<file path="src/rtl/usbdev_cfg_pkg.sv">
package usbdev_cfg_pkg;
  localparam int unsigned REG_W       = 8;
  localparam int unsigned SC_ACT_BIT  = 3;
  localparam int unsigned SC_DM_BIT   = 4;
  localparam int unsigned SC_DP_BIT   = 5;
  localparam int unsigned SC_MODE_BIT = 6;
  localparam int unsigned SC_SIZE_BIT = 7;

  typedef enum logic {
    SEL_DEVADDR = 1'b0,
    SEL_STATCTL = 1'b1
  } reg_sel_e;

  // Endpoint count chosen by the mode bit.
  function automatic int unsigned ep_limit(input logic mode,
                                           input int unsigned few,
                                           input int unsigned many);
    return mode ? many : few;
  endfunction

  // Stall counter step: drain one per cycle, add per_byte per written byte, saturate at cap.
  function automatic int unsigned stall_next(input int unsigned cur,
                                             input logic wr,
                                             input int unsigned per_byte,
                                             input int unsigned cap);
    int unsigned sum;
    sum = cur - ((cur != 0) ? 1 : 0) + (wr ? per_byte : 0);
    return (sum > cap) ? cap : sum;
  endfunction
endpackage

</file>
<file path="src/rtl/usbdev_addr_reg.sv">
module usbdev_addr_reg
  import usbdev_cfg_pkg::*;
#(
  parameter int unsigned DEV_ADDR_W = 7,
  parameter int unsigned EP_NUM_W   = 4,
  parameter int unsigned EP_FEW     = 3,
  parameter int unsigned EP_MANY    = 5
) (
  input  logic                  clk,
  input  logic                  rst_n,
  input  logic                  wr_en,
  input  logic [DEV_ADDR_W:0]   wdata,
  input  logic                  ep_mode,
  input  logic                  tok_valid,
  input  logic [DEV_ADDR_W-1:0] tok_addr,
  input  logic [EP_NUM_W-1:0]   tok_ep,
  output logic [DEV_ADDR_W:0]   rd_val,
  output logic                  addr_match
);
  localparam int unsigned LIM_W = EP_NUM_W + 1;

  logic [DEV_ADDR_W-1:0] addr_q;
  logic                  en_q;
  logic                  addr_hit;
  logic                  ep_in_range;
  logic [LIM_W-1:0]      ep_lim;

  always_ff @(posedge clk or negedge rst_n) begin
    if (!rst_n) begin
      addr_q <= '0;
      en_q   <= 1'b0;
    end else if (wr_en) begin
      addr_q <= wdata[DEV_ADDR_W-1:0];
      en_q   <= wdata[DEV_ADDR_W];
    end
  end

  always_comb begin
    ep_lim      = LIM_W'(ep_limit(ep_mode, EP_FEW, EP_MANY));
    addr_hit    = tok_valid && (tok_addr == addr_q);
    ep_in_range = ({1'b0, tok_ep} < ep_lim);
    addr_match  = en_q && addr_hit && ep_in_range;
    rd_val      = {en_q, addr_q};
  end

  AST_DISABLE_STOPS_MATCH: assert property (@(posedge clk) disable iff (!rst_n)
    (wr_en && !wdata[DEV_ADDR_W]) |=> !addr_match);
  AST_MATCH_ADDR_EQ: assert property (@(posedge clk) disable iff (!rst_n)
    addr_match |-> (tok_valid && tok_addr == rd_val[DEV_ADDR_W-1:0]));
endmodule

</file>
<file path="src/rtl/usbdev_stat_ctrl.sv">
module usbdev_stat_ctrl
  import usbdev_cfg_pkg::*;
(
  input  logic             clk,
  input  logic             rst_n,
  input  logic             wr_en,
  input  logic             wr_size,
  input  logic             wr_mode,
  input  logic             wr_act,
  input  logic             bus_evt,
  input  logic             dp_pin,
  input  logic             dm_pin,
  output logic [REG_W-1:0] rd_val,
  output logic             ep_size,
  output logic             ep_mode
);
  logic size_q, mode_q, act_q;
  logic act_set, act_clr;

  assign act_set = bus_evt;
  assign act_clr = wr_en && !wr_act;

  always_ff @(posedge clk or negedge rst_n) begin
    if (!rst_n) begin
      size_q <= 1'b0;
      mode_q <= 1'b0;
      act_q  <= 1'b0;
    end else begin
      if (wr_en) begin
        size_q <= wr_size;
        mode_q <= wr_mode;
      end
      if (act_set)      act_q <= 1'b1;
      else if (act_clr) act_q <= 1'b0;
    end
  end

  always_comb begin
    rd_val              = '0;
    rd_val[SC_SIZE_BIT] = size_q;
    rd_val[SC_MODE_BIT] = mode_q;
    rd_val[SC_DP_BIT]   = dp_pin;
    rd_val[SC_DM_BIT]   = dm_pin;
    rd_val[SC_ACT_BIT]  = act_q;
    ep_size             = size_q;
    ep_mode             = mode_q;
  end

  AST_ACT_SET: assert property (@(posedge clk) disable iff (!rst_n)
    bus_evt |=> rd_val[SC_ACT_BIT]);
  AST_ACT_PRESERVE: assert property (@(posedge clk) disable iff (!rst_n)
    (rd_val[SC_ACT_BIT] && !(wr_en && !wr_act)) |=> rd_val[SC_ACT_BIT]);
  AST_ACT_CLEAR: assert property (@(posedge clk) disable iff (!rst_n)
    (wr_en && !wr_act && !bus_evt) |=> !rd_val[SC_ACT_BIT]);
  AST_CFG_LOAD: assert property (@(posedge clk) disable iff (!rst_n)
    wr_en |=> (ep_mode == $past(wr_mode) && ep_size == $past(wr_size)));
endmodule

</file>
<file path="src/rtl/usbdev_bus_stall.sv">
module usbdev_bus_stall
  import usbdev_cfg_pkg::*;
#(
  parameter int unsigned STALL_PER_BYTE = 3,
  parameter int unsigned MAX_BURST      = 64
) (
  input  logic clk,
  input  logic rst_n,
  input  logic fifo_wr,
  output logic cpu_stall
);
  localparam int unsigned CAP    = STALL_PER_BYTE * MAX_BURST;
  localparam int unsigned PEND_W = $clog2(CAP + 1);
  localparam logic [PEND_W-1:0] CAP_V = PEND_W'(CAP);

  logic [PEND_W-1:0] pending_q, pending_d;

  always_comb begin
    pending_d = PEND_W'(stall_next(int'(pending_q), fifo_wr, STALL_PER_BYTE, CAP));
  end

  always_ff @(posedge clk or negedge rst_n) begin
    if (!rst_n) pending_q <= '0;
    else        pending_q <= pending_d;
  end

  assign cpu_stall = (pending_q != '0);

  AST_NO_OVERFLOW: assert property (@(posedge clk) disable iff (!rst_n)
    pending_q <= CAP_V);
  AST_STALL_START: assert property (@(posedge clk) disable iff (!rst_n)
    fifo_wr |=> cpu_stall);
  AST_STALL_DRAIN: assert property (@(posedge clk) disable iff (!rst_n)
    (!fifo_wr && !cpu_stall) |=> !cpu_stall);
endmodule

</file>
<file path="src/rtl/usbdev_cfg_unit.sv">
module usbdev_cfg_unit
  import usbdev_cfg_pkg::*;
#(
  parameter int unsigned DEV_ADDR_W     = 7,
  parameter int unsigned EP_NUM_W       = 4,
  parameter int unsigned EP_FEW         = 3,
  parameter int unsigned EP_MANY        = 5,
  parameter int unsigned STALL_PER_BYTE = 3,
  parameter int unsigned MAX_BURST      = 64
) (
  input  logic                  clk,
  input  logic                  rst_n,
  input  logic                  cpu_wr,
  input  logic                  cpu_sel,
  input  logic [7:0]            cpu_wdata,
  output logic [7:0]            cpu_rdata,
  input  logic                  tok_valid,
  input  logic [DEV_ADDR_W-1:0] tok_addr,
  input  logic [EP_NUM_W-1:0]   tok_ep,
  input  logic                  bus_evt,
  input  logic                  dp_pin,
  input  logic                  dm_pin,
  input  logic                  fifo_wr,
  output logic                  addr_match,
  output logic                  ep_size,
  output logic                  ep_mode,
  output logic                  cpu_stall
);
  logic             wr_addr, wr_stat;
  logic [7:0]       addr_rd;
  logic [REG_W-1:0] stat_rd;

  assign wr_addr = cpu_wr && (reg_sel_e'(cpu_sel) == SEL_DEVADDR);
  assign wr_stat = cpu_wr && (reg_sel_e'(cpu_sel) == SEL_STATCTL);

  usbdev_addr_reg #(
    .DEV_ADDR_W(DEV_ADDR_W), .EP_NUM_W(EP_NUM_W),
    .EP_FEW(EP_FEW), .EP_MANY(EP_MANY)
  ) u_addr (
    .clk(clk), .rst_n(rst_n), .wr_en(wr_addr),
    .wdata(cpu_wdata[DEV_ADDR_W:0]), .ep_mode(ep_mode),
    .tok_valid(tok_valid), .tok_addr(tok_addr), .tok_ep(tok_ep),
    .rd_val(addr_rd), .addr_match(addr_match)
  );

  usbdev_stat_ctrl u_stat (
    .clk(clk), .rst_n(rst_n), .wr_en(wr_stat),
    .wr_size(cpu_wdata[SC_SIZE_BIT]), .wr_mode(cpu_wdata[SC_MODE_BIT]),
    .wr_act(cpu_wdata[SC_ACT_BIT]), .bus_evt(bus_evt),
    .dp_pin(dp_pin), .dm_pin(dm_pin), .rd_val(stat_rd),
    .ep_size(ep_size), .ep_mode(ep_mode)
  );

  usbdev_bus_stall #(
    .STALL_PER_BYTE(STALL_PER_BYTE), .MAX_BURST(MAX_BURST)
  ) u_stall (
    .clk(clk), .rst_n(rst_n), .fifo_wr(fifo_wr), .cpu_stall(cpu_stall)
  );

  assign cpu_rdata = (reg_sel_e'(cpu_sel) == SEL_STATCTL) ? stat_rd : addr_rd;
endmodule

</file>
<file path="config.mk">
export PLATFORM = sky130hd
export DESIGN_NAME = usbdev_cfg_unit
export DESIGN_NICKNAME = d
export VERILOG_FILES = /design/src/rtl/usbdev_cfg_pkg.sv /design/src/rtl/usbdev_addr_reg.sv /design/src/rtl/usbdev_stat_ctrl.sv /design/src/rtl/usbdev_bus_stall.sv /design/src/rtl/usbdev_cfg_unit.sv
export SDC_FILE = /design/constraint.sdc
export NUM_CORES = 1
export LEC_CHECK = 0
export ABC_CLOCK_PERIOD_IN_PS = 7200
export BUFFER_PORTS_ARGS = -buffer_cell sky130_fd_sc_hd__buf_2
export CAP_MARGIN = 20
export CELL_PAD_IN_SITES_DETAIL_PLACEMENT = 1
export CELL_PAD_IN_SITES_GLOBAL_PLACEMENT = 1
export CORE_ASPECT_RATIO = 0.9
export CORE_MARGIN = 5
export CORE_UTILIZATION = 39
export CTS_CLUSTER_SIZE = 30
export DETAILED_ROUTE_END_ITERATION = 12
export GPL_TIMING_DRIVEN = 0
export PLACE_DENSITY_LB_ADDON = 0.1
export SLEW_MARGIN = 25
export SYNTH_ARGS = -nofsm -noshare
export SYNTH_HDL_FRONTEND = slang
export SYNTH_HIERARCHICAL = 1
export SYNTH_SLANG_ARGS = --single-unit
export TNS_END_PERCENT = 50
</file>
<file path="constraint.sdc">
create_clock -name clk -period 7.2 [get_ports clk]
set_input_delay 1.44 -clock clk [delete_from_list [all_inputs] [get_ports clk]]
set_output_delay 1.44 -clock clk [all_outputs]
set_load 0.03 [all_outputs]
</file>
## Word level (Yosys, flattened, before mapping)

Cells that the tools add are included.

| word-level totals | value |
|---|---|
| word-level logic and storage cells | 28 |
| bits of input ports | 28 |
| output and inout bits | 12 |
| register bits after elaboration | 19 |

| cells by class | value |
|---|---|
| mux-type cells | 7 |
| $add $sub $neg | 2 |
| reduce and logical (&&, ||, !) cells | 9 |
| eq/ne operators | 1 |
| bitwise operators | 1 |
| magnitude comparators | 2 |

Operator list:

| kind | count |
|---|---|
| $add A32 B2 Y32 | 1 |
| $gt A32 B8 Y1 const B | 1 |
| $sub A8 B32 Y32 | 1 |
| $mux W8 | 2 |
| $reduce_bool A8 Y1 | 1 |
| $eq A7 B7 Y1 | 1 |
| $logic_and A1 B1 Y1 | 6 |
| $lt A4 B5 Y1 | 1 |
| $mux W1 | 3 |
| $mux W3 | 1 |
| $mux W2 | 1 |
| $reduce_bool A2 Y1 | 1 |
| $logic_not A1 Y1 | 1 |
| $not A1 Y1 | 1 |

## Logic depth before layout (Yosys ltp)

| logic depth | value |
|---|---|
| word-level depth | 6 |
| depth in mapped cells | 15 |
| depth with buffers taken out | 15 |

## By module

The synthesis kept the hierarchy.

By module, submodules not included:

| module | cells each | instances | area each (sq um) |
|---|---|---|---|
| usbdev_bus_stall | 93 | 1 | 847.1 |
| usbdev_addr_reg | 34 | 1 | 435.4 |
| usbdev_stat_ctrl | 16 | 1 | 175.2 |
| usbdev_cfg_unit | 11 | 1 | 147.6 |

## Worst setup path after synthesis

No wires, ideal clock.

| timing path | value |
|---|---|
| path kind | input -> output |
| start | input port tok_ep[1] |
| end | output port addr_match |
| required time | 5,760 ps |
| stages on the path | 3 |
| path slack | 3,098 ps |
| buffers on the path | 0 |
| data arrival time | 2,662 ps |
| cell sequence | ha_1 a21o_1 a2111oi_2 |

| on the way | value |
|---|---|
| word-level cells in the longest chain between the ends | 2 |

Ends and longest elaborated chain:

| element | RTL line | text |
|---|---|---|
| start: declaration | usbdev_cfg_unit.sv:19 | `input logic [EP_NUM_W-1:0] tok_ep,` |
| $lt A4 B5 Y1 | usbdev_addr_reg.sv:41 | `ep_in_range = ({1'b0, tok_ep} < ep_lim);` |
| $logic_and A1 B1 Y1 | usbdev_addr_reg.sv:42 | `addr_match = en_q && addr_hit && ep_in_range;` |
| end: declaration | usbdev_cfg_unit.sv:24 | `output logic addr_match,` |

No other way between the ends.

## Final worst setup path

Same ends and word-level chain as after synthesis.

==> metrics.md <==
| Metric | Value |
|---|---|
| Post-synth EDFFs | 0 |
| Num Clock Sinks | 19 |
| Vias | 1244 |
| Layout cells sized above 1 | 0.393 |
| H-tree Lvls | 1 |
| Ys flop type | dfrtp_1 |
| Die area | 0.00550 mm2 |
| Global Route Usage Sum | 0.142 |
| Seq pwr share | 0.231 |
| Static leakage | 0.943 nW |
| Initial antenna violation count | 0 |
| Fin nets | 243 |
| Fraction of the yosys area taken by sequential cells | 0.296 |
| GR Util met3 | 0.0331 |
| Max FO, Critical Path | 1 |
| # hold bufs at CTS | 0 |
| Clock Skew | 0.00852 ns |
| I/O Buffers | 36 |
| Post-synth cell types | 47 |
| Clk Latency, worst-skew pair | 0.26 ns |
| Combinational power share | 0.654 |
| Post-Route WL | 3.74 mm |
| PD cells | 340 mW/mm2 |
| Final cycle utilization of the critical path | 0.559 |
| RSZ-0062 raised after global routing | no |
| Met1 Usage GRT | 0.183 |
| Via-to-Cell Ratio | 5.10 |
| Cell Area, Placed | 0.00185 mm2 |
| 1st-iter DRT viols | 52 |
| WL per Instance | 15.3 um |
| Worst VDD drop | 0.138 mV |
| Postcts setup bufs | 0 |
| FMAX | 249 MHz |
| Setup-failing EPs final | 0 |
| Detailed Routing Iterations Pass 1 | 4 |
| Antenna cell count | 0 |
| # DRC | 0 |
| Hold Crit Class | reg2reg |
| CP max-delay cell | a2111oi_2 |
| Clock power share | 0.115 |
| Antenna Violating Nets Remaining | 0 |
| Clock-pin slew on the worst setup and hold paths | 0.08 ns |
| Fin cells | 244 |
| Kind of critical path | in2out |
| Initial Util | 0.399 |
| Max Slew Vio Count | 0 |
| Status | complete, no violations |
| Synth-to-Final Area Change | 18.3% |
| Die Ht | 70.9 um |
| Post-cts gate resize count | 0 |
| Clock Path Buffers | 2 |
| Synth Instances | 154 |
| P_int | 0.356 mW |
| CTS buffer count | 3 |
| Inst Count DP | 240 |
| GRT overflow | 0 |
| Global placement routability congestion | 0.775 |
| Crit-path cells | buf_2 -> ha_1 -> a21o_1 -> a2111oi_2 -> buf_2 |
| CP most frequent cell | buf_2 |
| Root Driver | clkbuf_8 |
| Synth async-reset ratio | 1.00 |
| First-pass GRT wire length | 6.35 mm |
| Setup TNS | 0 ns |
| Vias in the first global route | 1344 |
| Largest net degree at the start of global routing | 20 |
| CP max stage delay | 0.33 ns |
| Ports | 40 |
| Post-Syn Area | 0.00161 mm2 |
| Critical path arrival | 2.58 ns |
| Switching fraction of total power | 0.448 |
| Synthesized flop and latch total | 19 |
| Post-DP HPWL | 3.13 mm |
| Period minus WS final | 4.02 ns |
| Final Power | 0.645 mW |
| Gr busiest metal | met2 |
| Final hold vios | 0 |
| # rows | 22 |
| Data required, critical path | 5.76 ns |
| Total core area | 0.00402 mm2 |
| Max-Cap Viols | 0 |
| CTS tree | yes |
| Yosys warnings | 6 |
| Finished Cell Area | 0.00190 mm2 |
| CP Launch Type | input port |
| Die width | 77.6 um |
| CP Capture Type | primary output |
| Syn avg cell area | 10.4 um2 |
| Net switching power | 0.289 mW |
| Met2 Use GR | 0.250 |
[path summary, 6_finish.rpt]
kind	to	cells past startpoint	slack (ns)	startpoint
hold / removal	u_stat/act_q	1	0.48	u_stat/act_q
min in group asynchronous	u_stat/ep_mode	1	1.11	rst_n
setup / recovery	addr_match	5	3.18	tok_ep[1]
max in group asynchronous	u_addr/addr_q[6]	1	5.77	rst_n
setup reg to reg	u_stall/pending_q[5]	15	3.50	u_stall/pending_q[7]
hold reg to reg	u_stat/act_q	1	0.48	u_stat/act_q
[final cells by class]
type                       count  area, um2
clock buffer                   3       41.3
sequential                    19        475
fill                         486       2120
clock inverter                 1       5.00
multi-input combinational    109        990
tap                           48       60.1
timing repair buffer          36        180
inverter                      17       63.8
buffer                        11       83.8
[flip-flops by register name, summed over array words and instances, names as in the netlist]
register / flops
u_stall/pending_q: 8
u_addr/en_q: 1
u_addr/addr_q: 7
u_stat/ep_size: 1
u_stat/ep_mode: 1
u_stat/act_q: 1
[power by group through the flow]
stage	clock (mW)	combinational, mW	sequential (mW)
after CTS	0.0782	0.426	0.150
after global routing	0.0859	0.471	0.152
after floorplan	0	0.327	0.150
after global placement	0	0.405	0.150
final	0.0743	0.421	0.149
after detailed placement	0	0.423	0.152
[worst max-delay path: cells and delay by family]
kind | cells | cell delay (ns)
adder cells (fa/ha/maj) | 1 | 0.28
buffers and inverters | 2 | 0.36
AO/OA/AOI/OAI | 2 | 0.50
[layer usage]
layer | vias up | share of wire | wire (um)
li1 | 622 | - | -
met1 | 604 | 0.47 | 1750
met2 | 18 | 0.50 | 1850
met3 | 0 | 0.036 | 135
met4 | 0 | 0 | 0
met5 | - | 0 | 0
[cells in the final DEF, fill, tap and decap left out, types with 2 or more instances in the layout]
cell / instances
a211oi_1: 2
a21o_1: 3
a21oi_1: 5
and3b_1: 3
buf_2: 37
buf_4: 9
clkbuf_8: 3
conb_1: 3
dfrtp_1: 19
ha_1: 17
inv_1: 17
mux2_2: 10
mux2_4: 8
nand2_1: 2
nand2b_1: 3
nand3_1: 4
nand4_1: 5
nor2_1: 4
nor2b_1: 2
nor3_1: 4
xnor2_1: 8
[per-stage QoR]
stage / setup slack (ns) / hold WS, ns / util
2_1_floorplan: 3.10 / 0.450 / -
3_3_place_gp: 3.01 / 0.459 / 0.461
3_5_place_dp: 2.93 / 0.467 / 0.461
4_1_cts: 3.16 / 0.485 / 0.473
5_1_grt: 3.01 / 0.518 / 0.473
6_report: 3.18 / 0.480 / 0.473
[cells by family after synthesis]
group / Yosys count / share of synthesized area
DFF: 19 / 0.296
xor gates and xnor gates: 9 / 0.0491
buffers and inverters: 28 / 0.0920
adders and majority gates: 18 / 0.145
muxes: 18 / 0.145
other: 1 / 0.00234
and+or+nand+nor: 38 / 0.152
AOI/OAI and AO/OA: 23 / 0.118
[synth_stat cells, types with 4 or more instances]
| master | count | area (um2) |
|---|---|---|
| nand4_1 | 5 | 31.3 |
| mux2_4 | 8 | 120 |
| nor2_1 | 4 | 15.0 |
| nor3_1 | 4 | 20.0 |
| dfrtp_1 | 19 | 475 |
| mux2_2 | 10 | 113 |
| ha_1 | 17 | 213 |
| xnor2_1 | 8 | 70.1 |
| nand3_1 | 4 | 20.0 |
| buf_4 | 9 | 67.6 |
| a21oi_1 | 5 | 25.0 |
| inv_1 | 17 | 63.8 |
(Power assumes the default switching activity.)
